[src/rtl/dct_pkg.sv]
package dct_pkg;
  typedef enum logic [2:0] {
    CMD_NOP = 3'd0,
    CMD_ACT = 3'd1,
    CMD_PRE = 3'd2,
    CMD_RD  = 3'd3,
    CMD_WR  = 3'd4,
    CMD_DES = 3'd5,
    CMD_OTH = 3'd6
  } cmd_e;
endpackage

[src/rtl/dct_decode.sv]
module dct_decode
  import dct_pkg::*;
(
  input  logic cs_ni,
  input  logic ras_ni,
  input  logic cas_ni,
  input  logic we_ni,
  output cmd_e cmd_o
);
  always_comb begin
    if (cs_ni) begin
      cmd_o = CMD_DES;
    end else begin
      unique case ({ras_ni, cas_ni, we_ni})
        3'b011:  cmd_o = CMD_ACT;
        3'b010:  cmd_o = CMD_PRE;
        3'b101:  cmd_o = CMD_RD;
        3'b100:  cmd_o = CMD_WR;
        3'b111:  cmd_o = CMD_NOP;
        default: cmd_o = CMD_OTH;
      endcase
    end
  end
endmodule

[src/rtl/dct_bank_table.sv]
module dct_bank_table #(
  parameter int NUM_BANKS = 8,
  parameter int ROW_W     = 13,
  localparam int BA_W     = $clog2(NUM_BANKS)
) (
  input  logic                 clk_i,
  input  logic                 rst_ni,
  input  logic [NUM_BANKS-1:0] set_mask_i,
  input  logic [NUM_BANKS-1:0] clr_mask_i,
  input  logic [ROW_W-1:0]     row_i,
  input  logic [BA_W-1:0]      rowq_ba_i,
  output logic [NUM_BANKS-1:0] active_o,
  output logic [ROW_W-1:0]     rowq_row_o
);
  logic [ROW_W-1:0] row_q [NUM_BANKS];

  for (genvar i = 0; i < NUM_BANKS; i++) begin : g_bank
    always_ff @(posedge clk_i or negedge rst_ni) begin
      if (!rst_ni) begin
        active_o[i] <= 1'b0;
        row_q[i]    <= '0;
      end else if (set_mask_i[i]) begin
        active_o[i] <= 1'b1;
        row_q[i]    <= row_i;
      end else if (clr_mask_i[i]) begin
        active_o[i] <= 1'b0;
        row_q[i]    <= '0;
      end
    end

    AST_OPEN_ON_SET: assert property (@(posedge clk_i) disable iff (!rst_ni)
      set_mask_i[i] |=> active_o[i]);
    AST_CLOSE_ON_CLR: assert property (@(posedge clk_i) disable iff (!rst_ni)
      (clr_mask_i[i] && !set_mask_i[i]) |=> !active_o[i]);
  end

  assign rowq_row_o = row_q[rowq_ba_i];
endmodule

[src/rtl/dram_cmd_tracker.sv]
module dram_cmd_tracker
  import dct_pkg::*;
#(
  parameter int NUM_BANKS = 8,
  parameter int ROW_W     = 13,
  parameter int COL_W     = 10,
  parameter int AP_BIT    = 10,
  localparam int BA_W     = $clog2(NUM_BANKS)
) (
  input  logic                 clk_i,
  input  logic                 rst_ni,
  input  logic                 cke_i,
  input  logic                 cs_ni,
  input  logic                 ras_ni,
  input  logic                 cas_ni,
  input  logic                 we_ni,
  input  logic [BA_W-1:0]      ba_i,
  input  logic [ROW_W-1:0]     addr_i,
  input  logic [BA_W-1:0]      rowq_ba_i,
  output logic [2:0]           cmd_o,
  output logic [COL_W-1:0]     col_o,
  output logic                 err_o,
  output logic [NUM_BANKS-1:0] bank_active_o,
  output logic                 all_idle_o,
  output logic                 pd_entry_o,
  output logic [ROW_W-1:0]     rowq_row_o
);
  cmd_e                 cmd_dec, cmd_eff;
  logic                 cke_q;
  logic                 sel_active, col_acc, err_d, legal_col, ap;
  logic [NUM_BANKS-1:0] bank_onehot, set_mask, clr_mask, active_next;

  dct_decode u_decode (
    .cs_ni  (cs_ni),
    .ras_ni (ras_ni),
    .cas_ni (cas_ni),
    .we_ni  (we_ni),
    .cmd_o  (cmd_dec)
  );

  // state only advances when CKE was high at the previous edge
  assign cmd_eff     = cke_q ? cmd_dec : CMD_NOP;
  assign bank_onehot = NUM_BANKS'(1) << ba_i;
  assign sel_active  = |(bank_active_o & bank_onehot);
  assign col_acc     = (cmd_eff == CMD_RD) || (cmd_eff == CMD_WR);
  assign ap          = addr_i[AP_BIT];
  assign err_d       = (col_acc && !sel_active) || ((cmd_eff == CMD_ACT) && sel_active);
  assign legal_col   = col_acc && sel_active;

  always_comb begin
    set_mask = '0;
    clr_mask = '0;
    if (cmd_eff == CMD_ACT && !sel_active) set_mask = bank_onehot;
    if (cmd_eff == CMD_PRE) clr_mask = ap ? '1 : bank_onehot;
    if (legal_col && ap) clr_mask = bank_onehot;
  end

  assign active_next = (bank_active_o | set_mask) & ~(clr_mask & ~set_mask);

  dct_bank_table #(
    .NUM_BANKS (NUM_BANKS),
    .ROW_W     (ROW_W)
  ) u_table (
    .clk_i      (clk_i),
    .rst_ni     (rst_ni),
    .set_mask_i (set_mask),
    .clr_mask_i (clr_mask),
    .row_i      (addr_i),
    .rowq_ba_i  (rowq_ba_i),
    .active_o   (bank_active_o),
    .rowq_row_o (rowq_row_o)
  );

  always_ff @(posedge clk_i or negedge rst_ni) begin
    if (!rst_ni) begin
      cke_q      <= 1'b1;
      cmd_o      <= CMD_NOP;
      col_o      <= '0;
      err_o      <= 1'b0;
      pd_entry_o <= 1'b0;
    end else begin
      cke_q      <= cke_i;
      cmd_o      <= cmd_eff;
      err_o      <= err_d;
      pd_entry_o <= cke_q && !cke_i && (active_next == '0);
      if (legal_col) col_o <= addr_i[COL_W-1:0];
    end
  end

  assign all_idle_o = ~|bank_active_o;

  AST_DESELECT_HOLDS: assert property (@(posedge clk_i) disable iff (!rst_ni)
    cs_ni |=> ($stable(bank_active_o) && !err_o));
  AST_FREEZE_HOLDS: assert property (@(posedge clk_i) disable iff (!rst_ni)
    !cke_q |=> ($stable(bank_active_o) && $stable(col_o) && !err_o));
  AST_ERR_NO_UPDATE: assert property (@(posedge clk_i) disable iff (!rst_ni)
    err_o |-> (bank_active_o == $past(bank_active_o)));
  AST_PD_NEEDS_IDLE: assert property (@(posedge clk_i) disable iff (!rst_ni)
    pd_entry_o |-> all_idle_o);
endmodule

[config.mk]
export PLATFORM = sky130hd
export DESIGN_NAME = dram_cmd_tracker
export DESIGN_NICKNAME = d
export VERILOG_FILES = /design/src/rtl/dct_pkg.sv /design/src/rtl/dct_decode.sv /design/src/rtl/dct_bank_table.sv /design/src/rtl/dram_cmd_tracker.sv
export SDC_FILE = /design/constraint.sdc
export NUM_CORES = 1
export LEC_CHECK = 0
export ABC_AREA = 1
export BUFFER_PORTS_ARGS = -buffer_cell sky130_fd_sc_hd__buf_2
export CORE_UTILIZATION = 43
export CTS_BUF_LIST = sky130_fd_sc_hd__clkbuf_16
export CTS_CLUSTER_SIZE = 24
export DETAILED_ROUTE_END_ITERATION = 12
export GPL_TIMING_DRIVEN = 0
export SLEW_MARGIN = 20
export SYNTH_ARGS = -nofsm -noshare
export SYNTH_HDL_FRONTEND = slang
export SYNTH_SLANG_ARGS = --single-unit
[constraint.sdc]
create_clock -name clk_i -period 2.22 [get_ports clk_i]
set_input_delay 0.333 -clock clk_i [delete_from_list [all_inputs] [get_ports clk_i]]
set_output_delay 0.333 -clock clk_i [all_outputs]
set_load 0.03 [all_outputs]
# == Yosys cells after proc, flatten, opt, wreduce, memory -nomap -nowiden ==
# Index checks and enable logic that the tools add are counted.
# word_totals
regBits,128
input_bits,26
output_inout_bits,37
# classes
order_cmp,1
n_eq_ne,9
n_shift,1
muxes,42
n_bitwise,7
n_reduce_logical,23
# ops
cell,count
$mux 13,18
$bmux 13 s3,1
$mux 8,4
$and 8x8->8,3
$mux 1,16
$not 8->8,2
$reduce_bool 2->1,8
$reduce_or 8->1,2
$pmux 3 s5,1
$eq 3x2->1 const B,4
$eq 3x3->1 const B,4
$logic_not 8->1,1
$or 8x8->8,1
$shl 1x3->8 const A,1
$logic_and 1x1->1,7
$mux 3,2
$ge 4x4->1 const B,1
$not 3->4,1
$eq 3x1->1 const B,1
$logic_not 1->1,3
$logic_or 1x1->1,2

# == Longest topological paths before layout ==
# depth
depth_word,14
depth_mapped,16
ltp_nobuf,16

# == Modules after synthesis ==
# Synthesis repeated with hierarchy kept, for this count alone.
# hier_totals
hier_cells,777
hier_area_um2,6448.7
# by_module_without_submodules
module,n_inst,cells_each,area_each_um2,seq_area_each_um2
dct_bank_table,1,623,5232.5,2802.7
dram_cmd_tracker,1,139,1157.4,401.6
dct_decode,1,15,58.8,0.0

# == Worst setup path after synthesis ==
# Ideal clock, no wire load.
# synth_timing
path_type,input to output
from,in rowq_ba_i[0]
to,out rowq_row_o[0]
arrival_time_ps,1824
required_ps,1887
path_slack_ps,63
stages,6
cell_sequence,clkbuf_1 > inv_1 > clkbuf_1 > clkbuf_1 > o21ai_0 > a31oi_1
# synth_via
elab_chain_len,4
# synth_rtl
item,line,source
from (decl),dram_cmd_tracker.sv:19,"input logic [BA_W-1:0] rowq_ba_i,"
$not 3->4 (implied by the code),dct_bank_table.sv:37,assign rowq_row_o = row_q[rowq_ba_i];
$bmux 13 s3,dct_bank_table.sv:37,
$mux 13 (implied by the code) (2 in series),dct_bank_table.sv:37,
to (decl),dram_cmd_tracker.sv:26,output logic [ROW_W-1:0] rowq_row_o
# Every way passes these cells. The select of a mux whose other input is x is not followed.

# == Final worst setup path ==
# layout_timing
from,in rowq_ba_i[1]
to,out rowq_row_o[5]
# The elaborated chain is that of the path after synthesis.

==> run summary <==
DRC viols: 0
NumNets Final: 816
RSZ-0062 raised after global routing: yes
post-layout util: 54.8%
Area contributors post-synth: dfrtp_1, o21ai_0, nand3_1, inv_1, nand2_1
CTS Buffer Depth: 2
largest net degree at the start of global routing: 49
period utilization: 97.4%
HP Class: input pin to flip-flop
Gate Count Post-Synth: 707
Core Area: 13400 µm²
cell mode on critical path: o21ai_0
Tightest Pin Transition: 0.446 ns
setup TNS: 0 ns
Max VDD drop: 0.745 mV
Yosys top cell area share: 53.0%
dpl cell area: 6560 µm²
CTS Sinks: 128
initial antenna violation count: 0
Avg WL per Cell: 16.4 µm
Clock Pin Slew Worst Setup and Hold Paths: 0.05 ns
width of the die: 120 µm
final global-route overflow total: 0
die height: 120 µm
pwr/cell area: 1120 nW/µm²
# Max-Cap Violations: 0
Seq cells post-synth: 128
H-tree Lvls: 4
drt total wl: 16.0 mm
full die area: 14400 µm²
final setup margin: 0.0568 ns
Clock Skews: 0.00542 ns
CP cell instances: buf_2, clkbuf_1, o21ai_0, o21ai_0, nor2_1, a31oi_1, buf_4
Critical Path Fanout Max: 10
most frequent cells in the layout: o21ai_0, dfrtp_1, inv_1, nand3_1, buf_2
slowest cell delay on critical path: 0.38 ns
number of global-route vias before repair: 5184
minimum clock period: 2.16 ns
Post-synth EDFFs: 0
clk root buf: clkbuf_16
most common cell after layout, fill and taps aside: o21ai_0
Async SR Flop Fraction: 100%
Vias: 5298
post-route ant nets: 0
boundary pin count: 63
vias per cell: 5.41
dpl ws: -0.366 ns
Main synth FF type: dfrtp_1
critical path type: input pin to primary output
CP arrival: 1.83 ns
CTS Buf Count: 17
Critical Path Start Type: input pin
Synth area leader: dfrtp_1
synth unique cells: 26
TritonCTS clock tree: yes
leakage power: 3.58 nW
slowest CP cell: clkbuf_1
Final GP Congestion: 0.824
Worst slew margin: 70.3%
Area Overhead vs Synth: 22.6%
Worst EP required: 1.89 ns
post-placement cell count: 942
final instance area: 7350 µm²
status: complete, no violations
first-pass GRT wire length: 26.4 mm
Initial Util: 44.7%
Initial DRC Count: 434
Tot GR Track Use: 24.1%
Ys Warns: 0
Final Hold Viols: 0
Post-Syn Area: 5990 µm²
share of layout cells above drive strength 1: 17.6%
Port Buffers: 57
Final Non-Filler Cells: 979
syn_area_per_cell: 8.48 µm²
ANT cells: 0
Std-Cell Rows: 42
Pins Over Slew Limit: 0
CP Capture Type: primary output
# setup viols final: 0
Clk Latency, worst-skew pair: 0.42 ns
syn_nets: 733
dpl hpwl: 12.3 mm
Max Clk Rate: 462 MHz
post-synthesis sequential area ratio: 53.5%
1st-pass router iterations: 5
-- what timing repair did --
item / CTS / global route
hold buffers: 1 / 1
gates resized for setup: 14 / 20
hold endpoints to repair: 35 / 1
setup endpoints to repair: 94 / 102
pin swaps: 0 / 7
setup buffers: 0 / 3
-- power by group --
| group | internal, mW | switching, mW | total, mW |
|---|---|---|---|
| clock network | 2.19 | 0.987 | 3.18 |
| registers | 2.91 | 0.261 | 3.17 |
| logic | 0.624 | 1.28 | 1.90 |
| total | 5.72 | 2.53 | 8.25 |
-- final timing paths --
check | startpoint | endpoint | slack (ns) | depth (start not counted)
worst max-delay path | rowq_ba_i[1] | rowq_row_o[5] | 0.06 | 7
worst min-delay path | addr_i[1] | u_table.row_q[40] | 0.34 | 3
worst max register to register | cke_q | u_table.row_q[3] | 0.15 | 9
worst min register to register | col_o[4] | col_o[4] | 0.48 | 2
max in group asynchronous | rst_ni | u_table.row_q[73] | 1.02 | 4
min in group asynchronous | rst_ni | u_table.active_o[1] | 0.38 | 2
-- worst max-delay path: cells and delay by family --
| kind | cells | cell delay (ns) |
|---|---|---|
| AND/OR/NAND/NOR | 1 | 0.08 |
| buffers and inverters | 3 | 0.74 |
| AO/OA/AOI/OAI | 3 | 0.68 |
-- layer usage --
metal | vias up | GRT usage (%) | wire, µm
met5 | - | 0 | 0
met4 | 0 | 6.64 | 175
met3 | 15 | 6.51 | 1050
met2 | 149 | 37.3 | 7450
met1 | 2531 | 33.1 | 7330
li1 | 2603 | - | -
-- cell usage after synthesis (2+ instances only) --
cell type	number
inv_1	84
dfrtp_1	127
o21ai_0	148
nor3_1	3
buf_2	12
nand2_1	67
nand4_1	14
nor2_1	35
buf_1	3
clkbuf_1	24
o21ai_1	2
o22ai_1	39
nand2_2	8
nand3_1	72
buf_4	7
a31oi_1	13
a21oi_1	40
-- through the flow --
step | hold WS (ns) | power (mW)
floorplan | 0.0374 | 4.46
global placement | 0.449 | 4.99
detailed placement | 0.263 | 5.06
CTS | 0.000797 | 8.28
global route | 0.349 | 8.70
finish | 0.337 | 8.25
-- state kept, by name, summed over array words and instances, names as in the netlist --
register	flops
u_table.row_q	104
cmd_o	3
pd_entry_o	1
u_table.active_o	8
cke_q	1
col_o	10
err_o	1
-- area by class of cell --
cell class                      instances  area (µm²)
Buffer                                 46         230
Clock buffer                           17         425
Clock inverter                         15         246
Fill cell                            1269        6050
Inverter                               85         319
Multi-Input combinational cell        448        2310
Sequential cell                       128        3200
Tap cell                              176         220
Timing Repair Buffer                   64         397
-- kinds of logic (layout without fill, tap and decap cells) --
logic type / after synthesis / count (layout) / share of synthesized area [%]
AOI/OAI and AO/OA: 242 / 242 / 21.3
and+or+nand+nor: 205 / 205 / 16.1
buffers and inverters: 131 / 227 / 8.90
DFF: 128 / 128 / 53.5
muxes: 1 / 1 / 0.188
(Power assumes the default switching activity.)
